[src/rtl/cskip_pkg.sv]
package cskip_pkg;
  localparam int unsigned MODE_LO = 28;
  localparam int unsigned MASK_LO = 20;
  localparam logic [3:0] CM_PRED  = 4'd1;
  localparam logic [3:0] CM_REGEQ = 4'd2;
  localparam logic [3:0] CM_RMODE = 4'd3;

  typedef enum logic [3:0] {
    S_IDLE, S_HDR, S_REG1, S_CNT, S_RDA, S_RDB, S_EVAL, S_PASS, S_SKIP
  } cskip_st_t;
endpackage

[src/rtl/cskip_eval.sv]
module cskip_eval #(
  parameter int DW = 32
) (
  input  logic [3:0]    mode,
  input  logic [2:0]    pass_mask,
  input  logic          pred,
  input  logic [1:0]    rmode,
  input  logic [DW-1:0] val_a,
  input  logic [DW-1:0] val_b,
  output logic          cond,
  output logic          rsvd
);
  import cskip_pkg::*;

  always_comb begin
    cond = 1'b0;
    rsvd = 1'b0;
    case (mode)
      CM_PRED:  cond = pred;
      CM_REGEQ: cond = (val_a == val_b);
      CM_RMODE: cond = (rmode != 2'd3) && pass_mask[rmode];
      default:  rsvd = 1'b1;
    endcase
  end
endmodule

[src/rtl/cskip_ctr.sv]
module cskip_ctr #(
  parameter int CW = 32
) (
  input  logic          clk,
  input  logic          rst_n,
  input  logic          load,
  input  logic [CW-1:0] load_val,
  input  logic          dec,
  output logic          is_zero,
  output logic          is_last
);
  logic [CW-1:0] cnt_q;

  always_ff @(posedge clk or negedge rst_n) begin
    if (!rst_n)    cnt_q <= '0;
    else if (load) cnt_q <= load_val;
    else if (dec)  cnt_q <= cnt_q - 1'b1;
  end

  assign is_zero = (cnt_q == '0);
  assign is_last = (cnt_q == CW'(1));


  ctr_no_wrap_chk: assert property (@(posedge clk) disable iff (!rst_n)
    dec |-> (cnt_q != '0));
endmodule

[src/rtl/cskip_ctrl.sv]
module cskip_ctrl (
  input  logic clk,
  input  logic rst_n,
  input  logic start,
  input  logic in_valid,
  input  logic out_ready,
  input  logic hdr_regeq,
  input  logic mode_regeq,
  input  logic cnt_zero,
  input  logic cnt_last,
  input  logic cond,
  output logic in_ready,
  output logic out_valid,
  output logic cap_hdr,
  output logic cap_reg1,
  output logic cap_cnt,
  output logic rd_a,
  output logic rd_b,
  output logic eval_now,
  output logic dec,
  output logic busy
);
  import cskip_pkg::*;

  cskip_st_t st_q, st_d;
  logic acc;

  always_comb begin
    case (st_q)
      S_HDR, S_REG1, S_CNT, S_SKIP: in_ready = 1'b1;
      S_PASS:                       in_ready = out_ready;
      default:                      in_ready = 1'b0;
    endcase
  end

  assign acc       = in_valid && in_ready;
  assign out_valid = (st_q == S_PASS) && in_valid;
  assign cap_hdr   = (st_q == S_HDR)  && acc;
  assign cap_reg1  = (st_q == S_REG1) && acc;
  assign cap_cnt   = (st_q == S_CNT)  && acc;
  assign rd_a      = (st_q == S_RDA);
  assign rd_b      = (st_q == S_RDB);
  assign eval_now  = (st_q == S_EVAL);
  assign dec       = ((st_q == S_PASS) || (st_q == S_SKIP)) && acc;
  assign busy      = (st_q != S_IDLE);

  always_comb begin
    st_d = st_q;
    case (st_q)
      S_IDLE: if (start) st_d = S_HDR;
      S_HDR:  if (acc) st_d = hdr_regeq ? S_REG1 : S_CNT;
      S_REG1: if (acc) st_d = S_CNT;
      S_CNT:  if (acc) st_d = mode_regeq ? S_RDA : S_EVAL;
      S_RDA:  st_d = S_RDB;
      S_RDB:  st_d = S_EVAL;
      S_EVAL: st_d = cnt_zero ? S_IDLE : (cond ? S_PASS : S_SKIP);
      S_PASS, S_SKIP: if (dec && cnt_last) st_d = S_IDLE;
      default: st_d = S_IDLE;
    endcase
  end

  always_ff @(posedge clk or negedge rst_n) begin
    if (!rst_n) st_q <= S_IDLE;
    else        st_q <= st_d;
  end
endmodule

[src/rtl/cond_skip_unit.sv]
module cond_skip_unit #(
  parameter int DW = 32,
  parameter int AW = 18
) (
  input  logic          clk,
  input  logic          rst_n,
  input  logic          start,
  output logic          busy,
  input  logic          in_valid,
  output logic          in_ready,
  input  logic [DW-1:0] in_data,
  output logic          out_valid,
  input  logic          out_ready,
  output logic [DW-1:0] out_data,
  output logic          rf_rd,
  output logic [AW-1:0] rf_addr,
  input  logic [DW-1:0] rf_data,
  input  logic          pred_bit,
  input  logic [1:0]    rmode,
  output logic          cfg_err
);
  import cskip_pkg::*;

  localparam int CW = DW;

  logic [3:0]    mode_q;
  logic [2:0]    mask_q;
  logic [AW-1:0] reg0_q, reg1_q;
  logic [DW-1:0] val_a_q;
  logic          err_q;
  logic          cap_hdr, cap_reg1, cap_cnt, rd_a, rd_b, eval_now, dec;
  logic          cnt_zero, cnt_last, cond, rsvd, hdr_regeq;
  logic          unused_hdr_bits;

  assign unused_hdr_bits = ^{in_data[27:23], in_data[19:18]};
  assign hdr_regeq = (in_data[DW-1:MODE_LO] == CM_REGEQ);

  always_ff @(posedge clk or negedge rst_n) begin
    if (!rst_n) begin
      mode_q  <= '0;
      mask_q  <= '0;
      reg0_q  <= '0;
      reg1_q  <= '0;
      val_a_q <= '0;
      err_q   <= 1'b0;
    end else begin
      if (cap_hdr) begin
        mode_q <= in_data[DW-1:MODE_LO];
        mask_q <= in_data[MASK_LO+2:MASK_LO];
        reg0_q <= in_data[AW-1:0];
      end
      if (cap_reg1)         reg1_q  <= in_data[AW-1:0];
      if (rd_b)             val_a_q <= rf_data;
      if (eval_now && rsvd) err_q   <= 1'b1;
    end
  end

  assign rf_rd    = rd_a || rd_b;
  assign rf_addr  = rd_b ? reg1_q : reg0_q;
  assign out_data = in_data;
  assign cfg_err  = err_q;

  cskip_ctrl u_ctrl (
    .clk, .rst_n, .start, .in_valid, .out_ready,
    .hdr_regeq, .mode_regeq(mode_q == CM_REGEQ),
    .cnt_zero, .cnt_last, .cond,
    .in_ready, .out_valid, .cap_hdr, .cap_reg1, .cap_cnt,
    .rd_a, .rd_b, .eval_now, .dec, .busy
  );

  cskip_ctr #(.CW(CW)) u_ctr (
    .clk, .rst_n, .load(cap_cnt), .load_val(in_data), .dec,
    .is_zero(cnt_zero), .is_last(cnt_last)
  );

  cskip_eval #(.DW(DW)) u_eval (
    .mode(mode_q), .pass_mask(mask_q), .pred(pred_bit), .rmode,
    .val_a(val_a_q), .val_b(rf_data), .cond, .rsvd
  );


  idle_no_accept_chk: assert property (@(posedge clk) disable iff (!rst_n)
    !busy |-> !in_ready);


  err_hold_chk: assert property (@(posedge clk) disable iff (!rst_n)
    cfg_err |=> cfg_err);


  pass_src_chk: assert property (@(posedge clk) disable iff (!rst_n)
    out_valid |-> (in_valid && busy));


  rf_pair_chk: assert property (@(posedge clk) disable iff (!rst_n)
    (rf_rd && (rf_addr == reg0_q) && !rd_b) |=> rf_rd);
endmodule

[config.mk]
export PLATFORM = sky130hd
export DESIGN_NAME = cond_skip_unit
export DESIGN_NICKNAME = d
export VERILOG_FILES = /design/src/rtl/cskip_pkg.sv /design/src/rtl/cskip_eval.sv /design/src/rtl/cskip_ctr.sv /design/src/rtl/cskip_ctrl.sv /design/src/rtl/cond_skip_unit.sv
export SDC_FILE = /design/constraint.sdc
export NUM_CORES = 1
export LEC_CHECK = 0
export BUFFER_PORTS_ARGS = -buffer_cell sky130_fd_sc_hd__buf_2
export CORE_ASPECT_RATIO = 1.25
export CORE_UTILIZATION = 37
export DETAILED_ROUTE_END_ITERATION = 10
export PLACE_DENSITY = 0.59
export RECOVER_POWER = 25
export SYNTH_ARGS = -nofsm -noshare
export SYNTH_HDL_FRONTEND = slang
export SYNTH_SLANG_ARGS = --single-unit
[constraint.sdc]
create_clock -name clk -period 2.4 [get_ports clk]
set_input_delay 0 -clock clk [delete_from_list [all_inputs] [get_ports clk]]
set_output_delay 0 -clock clk [all_outputs]
set_load 0.01 [all_outputs]
## After elaboration in Yosys (flattened, before gate mapping)

Index checks and enable logic that the tools add are counted.

- Reduce and logical (&&, ||, !) cells: 19
- $lt $le $gt $ge: 1
- Multiplexer cells: 18
- Add/sub/neg operators: 1
- Equality and inequality tests: 20

Operator list:

| cell | number |
|---|---|
| 2-to-1 mux 32 bit | 2 |
| equality test 32 x 1 -> 1 bit (second input constant) | 1 |
| equality test 32 bit | 1 |
| logical NOT 32 bit | 1 |
| case mux 4 bit (8 select lines) | 1 |
| subtractor 32 x 1 -> 32 bit (second input constant) | 1 |
| 2-to-1 mux 4 bit | 7 |
| equality test 4 x 2 -> 1 bit (second input constant) | 5 |
| 2-to-1 mux 18 bit | 1 |
| equality test 4 x 3 -> 1 bit (second input constant) | 4 |
| logical AND 1 bit | 9 |
| equality test 4 x 1 -> 1 bit (second input constant) | 2 |
| != test 2 x 1 -> 1 bit (second input constant) | 4 |
| AND reduction 5 bit | 1 |
| equality test 4 bit (second input constant) | 1 |
| logical NOT 4 bit | 1 |
| != test 2 bit (second input constant) | 2 |
| nonzero test 4 bit | 1 |
| OR reduction 4 bit | 1 |
| less-than comparator 2 x 3 -> 1 bit (second input constant) | 1 |
| 2-to-1 mux 1 bit | 3 |
| case mux 1 bit (3 select lines) | 1 |
| OR reduction 3 bit | 1 |
| binary-select mux 1 bit (select 2 bit) | 1 |
| other kinds (5) | 6 |

- Logic and storage cells: 67
- Input bits: 72
- Output and inout port bits: 55
- Flip-flop bits (word level): 112

## Longest topological paths before layout

Gate-level depths: netlist of run 1.

- Word-level depth: 8
- Gate-level depth with buffers: 8
- Gate-level depth less buffers: 8

## Hierarchy

From an unflattened synthesis of run 1, not the netlist that was laid out.

- Cells, all modules: 539
- Area total of the unflattened synthesis: 6459.9 um2

Modules (own cells, without submodules):

| module | area an instance (um2) | cells each | seq. area each (um2) | instances |
|---|---|---|---|---|
| cond_skip_unit | 3684.8 | 216 | 1901.8 | 1 |
| cskip_ctr | 1913.1 | 218 | 800.8 | 1 |
| cskip_ctrl | 454.2 | 55 | 100.1 | 1 |
| cskip_eval | 407.9 | 50 | 0.0 | 1 |

## Least setup slack after synthesis of run 1

No wires, ideal clock.

- Kind: register -> register
- From: reg u_ctr.cnt_q[2]
- To: reg u_ctr.cnt_q[27]
- Setup time: 0.124 ns
- Path buffers: 1
- Arrival time: 2.017 ns
- Data required time: 2.276 ns
- Clock period less this slack: 2.141 ns
- Path slack: 0.259 ns
- Stages on the path, launching flop included: 8
- Path through: dfrtp_1 -> or4_4 -> nor4_4 -> and4bb_1 -> buf_6 -> nand2_4 -> o211a_1 -> a211o_1

- Word-level cells in the longest chain between the ends: 3

Ends and longest elaborated chain:

| item | line | RTL |
|---|---|---|
| start, declared | cskip_ctr.sv:12 | `logic [CW-1:0] cnt_q;` |
| start signal, assigned | cskip_ctr.sv:16 | `else if (load) cnt_q <= load_val;` |
| start signal, assigned | cskip_ctr.sv:17 | `else if (dec) cnt_q <= cnt_q - 1'b1;` |
| subtractor 32 x 1 -> 32 bit | cskip_ctr.sv:17 |  |
| 2-to-1 mux 32 bit | cskip_ctr.sv:17 |  |
| 2-to-1 mux 32 bit | cskip_ctr.sv:16 |  |

Every way passes these cells. The select of a mux whose other input is x is not followed.
A chain may end at the register's enable or synchronous reset.

## Final worst setup path of run 1

- From: reg u_ctr.cnt_q[2]
- To: reg u_ctr.cnt_q[29]

Same word-level chain as after synthesis.

==> results.json, run 1 <==
{
  "num_io_pins": 127,
  "tns_ps": 0,
  "worst-setup-path-type": "reg2reg",
  "synth_seq_area_share_pct": 47.1,
  "synth.cells.most_frequent": "112 x dfrtp_1, 93 x mux2_2, 49 x nand2_1",
  "final_layout_size_suffix_gt1_share_pct": 34.5,
  "number_of_antenna_violations_at_the_first_check_in_global_routing": 0,
  "first_iter_violations": 228,
  "dpl.hpwl_um": 10100,
  "dr.pass1.iters": 5,
  "min_from": "in_valid",
  "std_cell_rows": 51,
  "netSwitchingFraction_pct": 35.6,
  "timing.final.max_slew_violations": 0,
  "timing.fmax_ghz": 0.437,
  "antenna_violating_nets_post_route": 0,
  "vias_per_cell": 5.04,
  "design.final.nets": 777,
  "tritoncts.num_buffers": 9,
  "cp_data_required_time_ps": 2630,
  "vias": 4637,
  "synthTopCellsByArea": "dfrtp_1 47%, mux2_2 18%, xnor2_1 5.3%",
  "multiInputGateArea_um2": 2780,
  "power_frac_comb_pct": 42.0,
  "timing_worst_slew_pin_value_ps": 1490,
  "yosysUniqueCellTypes": 61,
  "startpoint": "u_ctr.cnt_q[2]$_DFFE_PN0P_",
  "setup_viol": 0,
  "detail_route.wirelength_um": 14300,
  "yosysTopAreaCellShare_pct": 47.1,
  "switching_power_mw": 3.04,
  "synth.largest_area_cell": "dfrtp_1",
  "critical_path.max_fanout": 9,
  "placeableCoreArea_um2": 15600,
  "start_util_pct": 38.0,
  "fin_total_pwr_mw": 8.55,
  "p_leak_nw": 3.22,
  "regToRegStartpoint": "u_ctr.cnt_q[2]$_DFFE_PN0P_",
  "fillCellCount": 1441,
  "crit_arrival_ps": 2520,
  "min_path_type": "in2reg",
  "setup.worst_path.start_class": "flop",
  "leftover_overflow_at_the_end_of_global_routing": 0,
  "grt_pass1_wl_um": 23500,
  "vdd_ir_drop_max_uv": 584,
  "remaining_drc_errors": 0,
  "synth_warnings": 0,
  "yosys.cell_count.top_type": "dfrtp_1",
  "drt-wirelength-per-cell_um": 15.5,
  "synthesis.instances": 533,
  "ys_ff_latch": 112,
  "maximum_number_of_pins_on_one_net_before_global_route_repair": 56,
  "timing.max_cap.violations": 0,
  "dieHeight_um": 144,
  "grt_pass1_vias": 4816,
  "grt.total_usage_pct": 18.2,
  "synth.net_count": 607,
  "syn2layout_area_growth_pct": 27.7,
  "end_kind": "flop",
  "clock_insertion_delay_worst_skew_ps": 350,
  "power.internal_mw": 5.51,
  "cts_tree": "built",
  "n_antenna_cell": 0,
  "max_root_sink_buffers": 2,
  "htree_num_levels": 3,
  "synth_flop_cell": "dfrtp_1",
  "synth_enable_flop_cells": 0,
  "cts-root-buf": "clkbuf_16",
  "gp_routability_congestion": 0.852,
  "cellPowerDensity_nw_per_um2": 1130,
  "pwr-share-seq_pct": 41.3,
  "regArea_um2": 2800,
  "rsz0062_at_grt": "no",
  "cts.clk_slew.worst_paths_ps": 70,
  "hold_viol": 0,
  "cts_setup_buffers": 0,
  "period_needed_ps": 2290,
  "die_w_um": 115,
  "io_buffer_count": 126,
  "synthArstFlopShare_pct": 100,
  "die_footprint_um2": 16600,
  "final_min_period_over_clock_period_pct": 95.3,
  "mean_instance_size_in_the_synthesized_netlist_um2": 11.2,
  "power_frac_clock_pct": 16.7,
  "synth.cell_area_um2": 5940,
  "cts_sinks": 112,
  "maxSlewHeadroom_pct": 0.564,
  "outcome": "finished, final reports clean",
  "skew_ps": 5.71
}
==> cells by family after synthesis <==
logic type      share of synthesized area [%]
compound gates                           8.71
xor+xnor                                 5.89
fa+ha+maj                               0.421
buf+inv                                  6.61
flops                                    47.1
mux                                      17.8
simple gates                             13.4
==> flip-flops by register name (all words and copies together), names as in the netlist <==
register and cells:
reg0_q 18, cfg_err 1, mode_q 4, reg1_q 18, u_ctrl.st_q 4, mask_q 3
u_ctr.cnt_q 32, val_a_q 32
==> layout make-up <==
cell class	count	share of cell area, %
Tap cell	212	3.49
Sequential cell	112	36.9
Clock buffer	10	3.15
Clock inverter	6	0.544
Multi-Input combinational cell	362	36.6
Inverter	4	0.198
Timing Repair Buffer	214	19.1
==> path summary, 6_finish.rpt <==
check                                              end  slack, ps  cells after the start
setup / recovery           u_ctr.cnt_q[29]$_DFFE_PN0P_        110                      6
hold / removal              u_ctr.cnt_q[4]$_DFFE_PN0P_         50                      3
setup reg to reg           u_ctr.cnt_q[29]$_DFFE_PN0P_        110                      6
hold reg to reg                    cfg_err$_DFFE_PN0P_        460                      1
max in group asynchronous   u_ctr.cnt_q[7]$_DFFE_PN0P_        810                      3
min in group asynchronous        reg0_q[3]$_DFFE_PN0P_        550                      2
==> worst max-delay path: stages, from the launching register on <==
cell,delay (ps)
dfrtp_1,440
or4_4,600
nor4_4,230
and4bb_1,310
buf_4,190
a31oi_1,90
a221o_2,310
==> layer usage <==
metal  up-vias  GRT usage [%]  share of wire, %
met5         -              0                 0
li1       2232              -                 -
met3        14           4.05               4.9
met2       119           31.0                50
met1      2272           22.8                43
met4         0           5.95               1.5
==> timing repair <==
item                                    4_1_cts  5_1_grt
hold buffers                                 65        0
endpoints found under the hold margin       160        0
endpoints found under the setup margin        0        3
resized for setup                             0        3
==> cell usage in the layout (no fill, tap or decap), types with 4 or more instances in the layout <==
cell type      synthesis  final
o211ai_1               9      9
mux2_2                93     93
a221o_1                5      5
nor2_1                31     29
buf_4                 32     20
inv_1                  4      4
a21oi_1               11     11
clkbuf_16              0      9
or3_1                  6      6
nand2_1               49     49
nand4_1                8      8
buf_2                  4     92
o21ai_0               17     17
nand3b_1               5      5
o311ai_0               4      4
a221o_2                4      4
nand3_1               12     12
dlygate4sd3_1          0     65
dfrtp_1              112    112
xnor2_1               36     36
nor3_1                15     15
xor2_1                 4      4
nor4_1                 7      4
clkbuf_1              13     33
==> stage by stage <==
stage	hold slack [ps]	utilization (%)	area [µm²]	setup slack (ps)	cells
finish	51.3	48.6	7590	113	920
global route	70.2	48.6	7590	15.2	920
CTS	35.3	48.7	7620	49.4	920
detailed placement	124	42.8	6690	67.4	839
global placement	113	42.8	6690	187	839
floorplan	-296	-	5940	259	533
==> power groups by stage <==
stage          clock network [mW]  registers [mW]  logic [mW]
2_1_floorplan                   0            3.34        2.62
3_3_place_gp                    0            3.46        3.43
3_5_place_dp                    0            3.54        3.52
4_1_cts                      1.49            3.50        3.62
5_1_grt                      1.57            3.66        3.96
6_report                     1.43            3.53        3.59
Note: power is estimated with default switching activity, not from simulation.
==> inputs of run 2 (changes only) <==
CAP_MARGIN = 0   (was not set)
PLACE_DENSITY = 0.58   (was 0.59)
SYNTH_HIERARCHICAL = 1   (was not set)
==> results.json, run 2 <==
{
  "timing.final.max_slew_violations": 0,
  "number_of_antenna_violations_at_the_first_check_in_global_routing": 0,
  "syn2layout_area_growth_pct": 30.3,
  "critical_path.cell_chain": "or4_4 > or4_4 > or4_4 > nor2_4 > nand2_4 > a211oi_4 > o2bb2ai_2 > mux2_4",
  "worst-path-buf-inv": 0,
  "dieHeight_um": 150,
  "layout_commonest_cell": "dfrtp_1",
  "timing_worst_slew_pin_value_ps": 1250,
  "period_needed_ps": 2840,
  "dr.pass1.iters": 4,
  "crit_arrival_ps": 3070,
  "num_io_pins": 127,
  "multiInputGateArea_um2": 3290,
  "cellPowerDensity_nw_per_um2": 1100,
  "cts-root-buf": "clkbuf_16",
  "fillCellCount": 1539,
  "final_min_period_over_clock_period_pct": 118,
  "critPathTopFamily": "simple AND/OR/NAND/NOR gates",
  "layout.cells.most_common_list": "111 x dfrtp_1, 102 x buf_2, 80 x mux2_4, 65 x dlygate4sd3_1, 57 x buf_4",
  "placed_cells_incl_taps": 880,
  "cts_tree": "built",
  "ys_ff_latch": 112,
  "grt_pass1_wl_um": 25200,
  "hold_viol": 0,
  "rsz0062_at_grt": "yes",
  "vias_per_cell": 5.05,
  "synth.largest_area_cell": "dfrtp_1",
  "io_buffer_count": 126,
  "p_leak_nw": 3.60,
  "antenna_violating_nets_post_route": 0,
  "failed_checks": "negative setup slack",
  "synth_enable_flop_cells": 0,
  "grt.total_usage_pct": 17.8,
  "min_path_type": "in2reg",
  "htree_num_levels": 3,
  "stdcell_count": 967,
  "largestRegisters": "u_ctr/cnt_q: 32 flops, val_a_q: 32 flops",
  "start_util_pct": 38.1,
  "critical_path.most_common_cell": "or4_4",
  "synth.cell_area_um2": 6460,
  "worst-setup-path-type": "reg2reg",
  "tns_ps": -1340,
  "die_footprint_um2": 18000,
  "tritoncts.num_buffers": 9,
  "setup_viol": 4,
  "die_w_um": 120,
  "dpl.hpwl_um": 10900,
  "gp_routability_congestion": 0.800,
  "synth.cells.most_frequent": "112 x dfrtp_1, 80 x mux2_4, 36 x xnor2_1",
  "vias": 4881,
  "remaining_drc_errors": 0,
  "clock_insertion_delay_worst_skew_ps": 350,
  "critical_path.slowest_cell": "or4_4",
  "maximum_number_of_pins_on_one_net_before_global_route_repair": 48,
  "final_layout_size_suffix_gt1_share_pct": 40.8,
  "design.final.nets": 817,
  "cp_data_required_time_ps": 2640,
  "placeableCoreArea_um2": 17000,
  "first_iter_violations": 171,
  "regArea_um2": 2800,
  "critical_path.max_fanout": 3,
  "detail_route.wirelength_um": 15800,
  "timing.fmax_ghz": 0.353,
  "synth_seq_area_share_pct": 43.4,
  "n_antenna_cell": 0,
  "vdd_ir_drop_max_uv": 441,
  "leftover_overflow_at_the_end_of_global_routing": 0,
  "synth_warnings": 6,
  "synth.net_count": 613,
  "mean_instance_size_in_the_synthesized_netlist_um2": 12.0,
  "skew_ps": 7.69,
  "synth_flop_cell": "dfrtp_1",
  "cts.clk_slew.worst_paths_ps": 70,
  "setup.worst_path.start_class": "flop",
  "timing.final.ws_setup_ps": -435,
  "timing.max_cap.violations": 0,
  "end_kind": "flop",
  "yosysTopAreaCellShare_pct": 43.4,
  "cts_sinks": 112,
  "max_root_sink_buffers": 2,
  "std_cell_rows": 53,
  "yosysUniqueCellTypes": 59,
  "synthArstFlopShare_pct": 100,
  "synthesis.instances": 539,
  "timing.critical_path.slowest_cell_delay_ps": 580,
  "maxSlewHeadroom_pct": 16.5,
  "outcome": "complete, but fails checks",
  "synthTopCellsByArea": "dfrtp_1 43%, mux2_4 19%, xnor2_1 4.9%",
  "drt-wirelength-per-cell_um": 16.3,
  "yosys.cell_count.top_type": "dfrtp_1",
  "grt_pass1_vias": 5067
}
[run 2: worst paths after layout]
| check | start | cells after the start | to | slack (ps) |
|---|---|---|---|---|
| min in group asynchronous | rst_n | 2 | val_a_q[31]$_DFFE_PN0P_ | 460 |
| min reg2reg | cfg_err$_DFFE_PN0P_ | 1 | cfg_err$_DFFE_PN0P_ | 450 |
| max in group asynchronous | rst_n | 3 | u_ctrl/st_q[1]$_DFFE_PN0P_ | 980 |
| min | in_valid | 3 | u_ctrl/st_q[1]$_DFFE_PN0P_ | 110 |
| max reg2reg | u_ctr/cnt_q[25]$_DFFE_PN0P_ | 8 | u_ctrl/st_q[0]$_DFFE_PN0P_ | -440 |
| max | u_ctr/cnt_q[25]$_DFFE_PN0P_ | 8 | u_ctrl/st_q[0]$_DFFE_PN0P_ | -440 |
[run 2: stage by stage]
stage	cell area, µm²	setup slack (ps)	hold slack [ps]	util [%]	power, mW
finish	8420	-435	108	49.6	9.24
global route	8420	-504	116	49.6	9.84
CTS	8330	-478	71.7	49.1	9.23
detailed placement	7330	-462	70.1	43.2	7.53
global placement	7330	-398	58.9	43.2	7.37
floorplan	6470	-368	-296	-	6.29
[run 2: logic make-up (layout without fill, tap and decap cells)]
kind of cell	Yosys count	count (layout)	synth area share [%]
buf+inv	63	271	7.81
fa+ha+maj	2	2	0.387
mux	96	96	21.3
simple gates	150	150	13.3
xor+xnor	44	44	5.97
compound gates	72	72	7.79
flops	112	112	43.4
[run 2: metal layers]
metal  global-route usage [%]  wire length (µm)  up-vias
li1                         -                 -     2335
met4                     7.56               306        0
met1                     21.1              6730     2432
met5                        0                 0        -
met2                     32.6              8360       98
met3                     1.79               412       16
[run 2: area by class of cell]
type,count,area share (%)
Sequential cell,112,33.3
Tap cell,220,3.27
Inverter,5,0.223
Clock buffer,11,2.88
Clock inverter,4,0.728
Multi-Input combinational cell,364,39.0
Timing Repair Buffer,251,20.6
[run 2: worst reg2reg max path, stage by stage (launching register included)]
cell and delay, ps:
dfrtp_1 380, or4_4 530, or4_4 430, or4_4 580
nor2_4 120, nand2_4 80, a211oi_4 190, o2bb2ai_2 110
mux2_4 300
[run 2: power breakdown]
group / switching (mW) / internal (mW)
Combinational: 1.76 / 2.44
Sequential: 0.663 / 2.81
Clock: 0.711 / 0.851
[run 2: timing repair]
item / CTS / global route
setup endpoints to repair: 12 / 17
resized for setup: 5 / 18
hold buffers: 65 / 0
pin swaps: 6 / 7
cloned: 0 / 0
buffers inserted: 3 / 4
hold endpoints to repair: 151 / 0
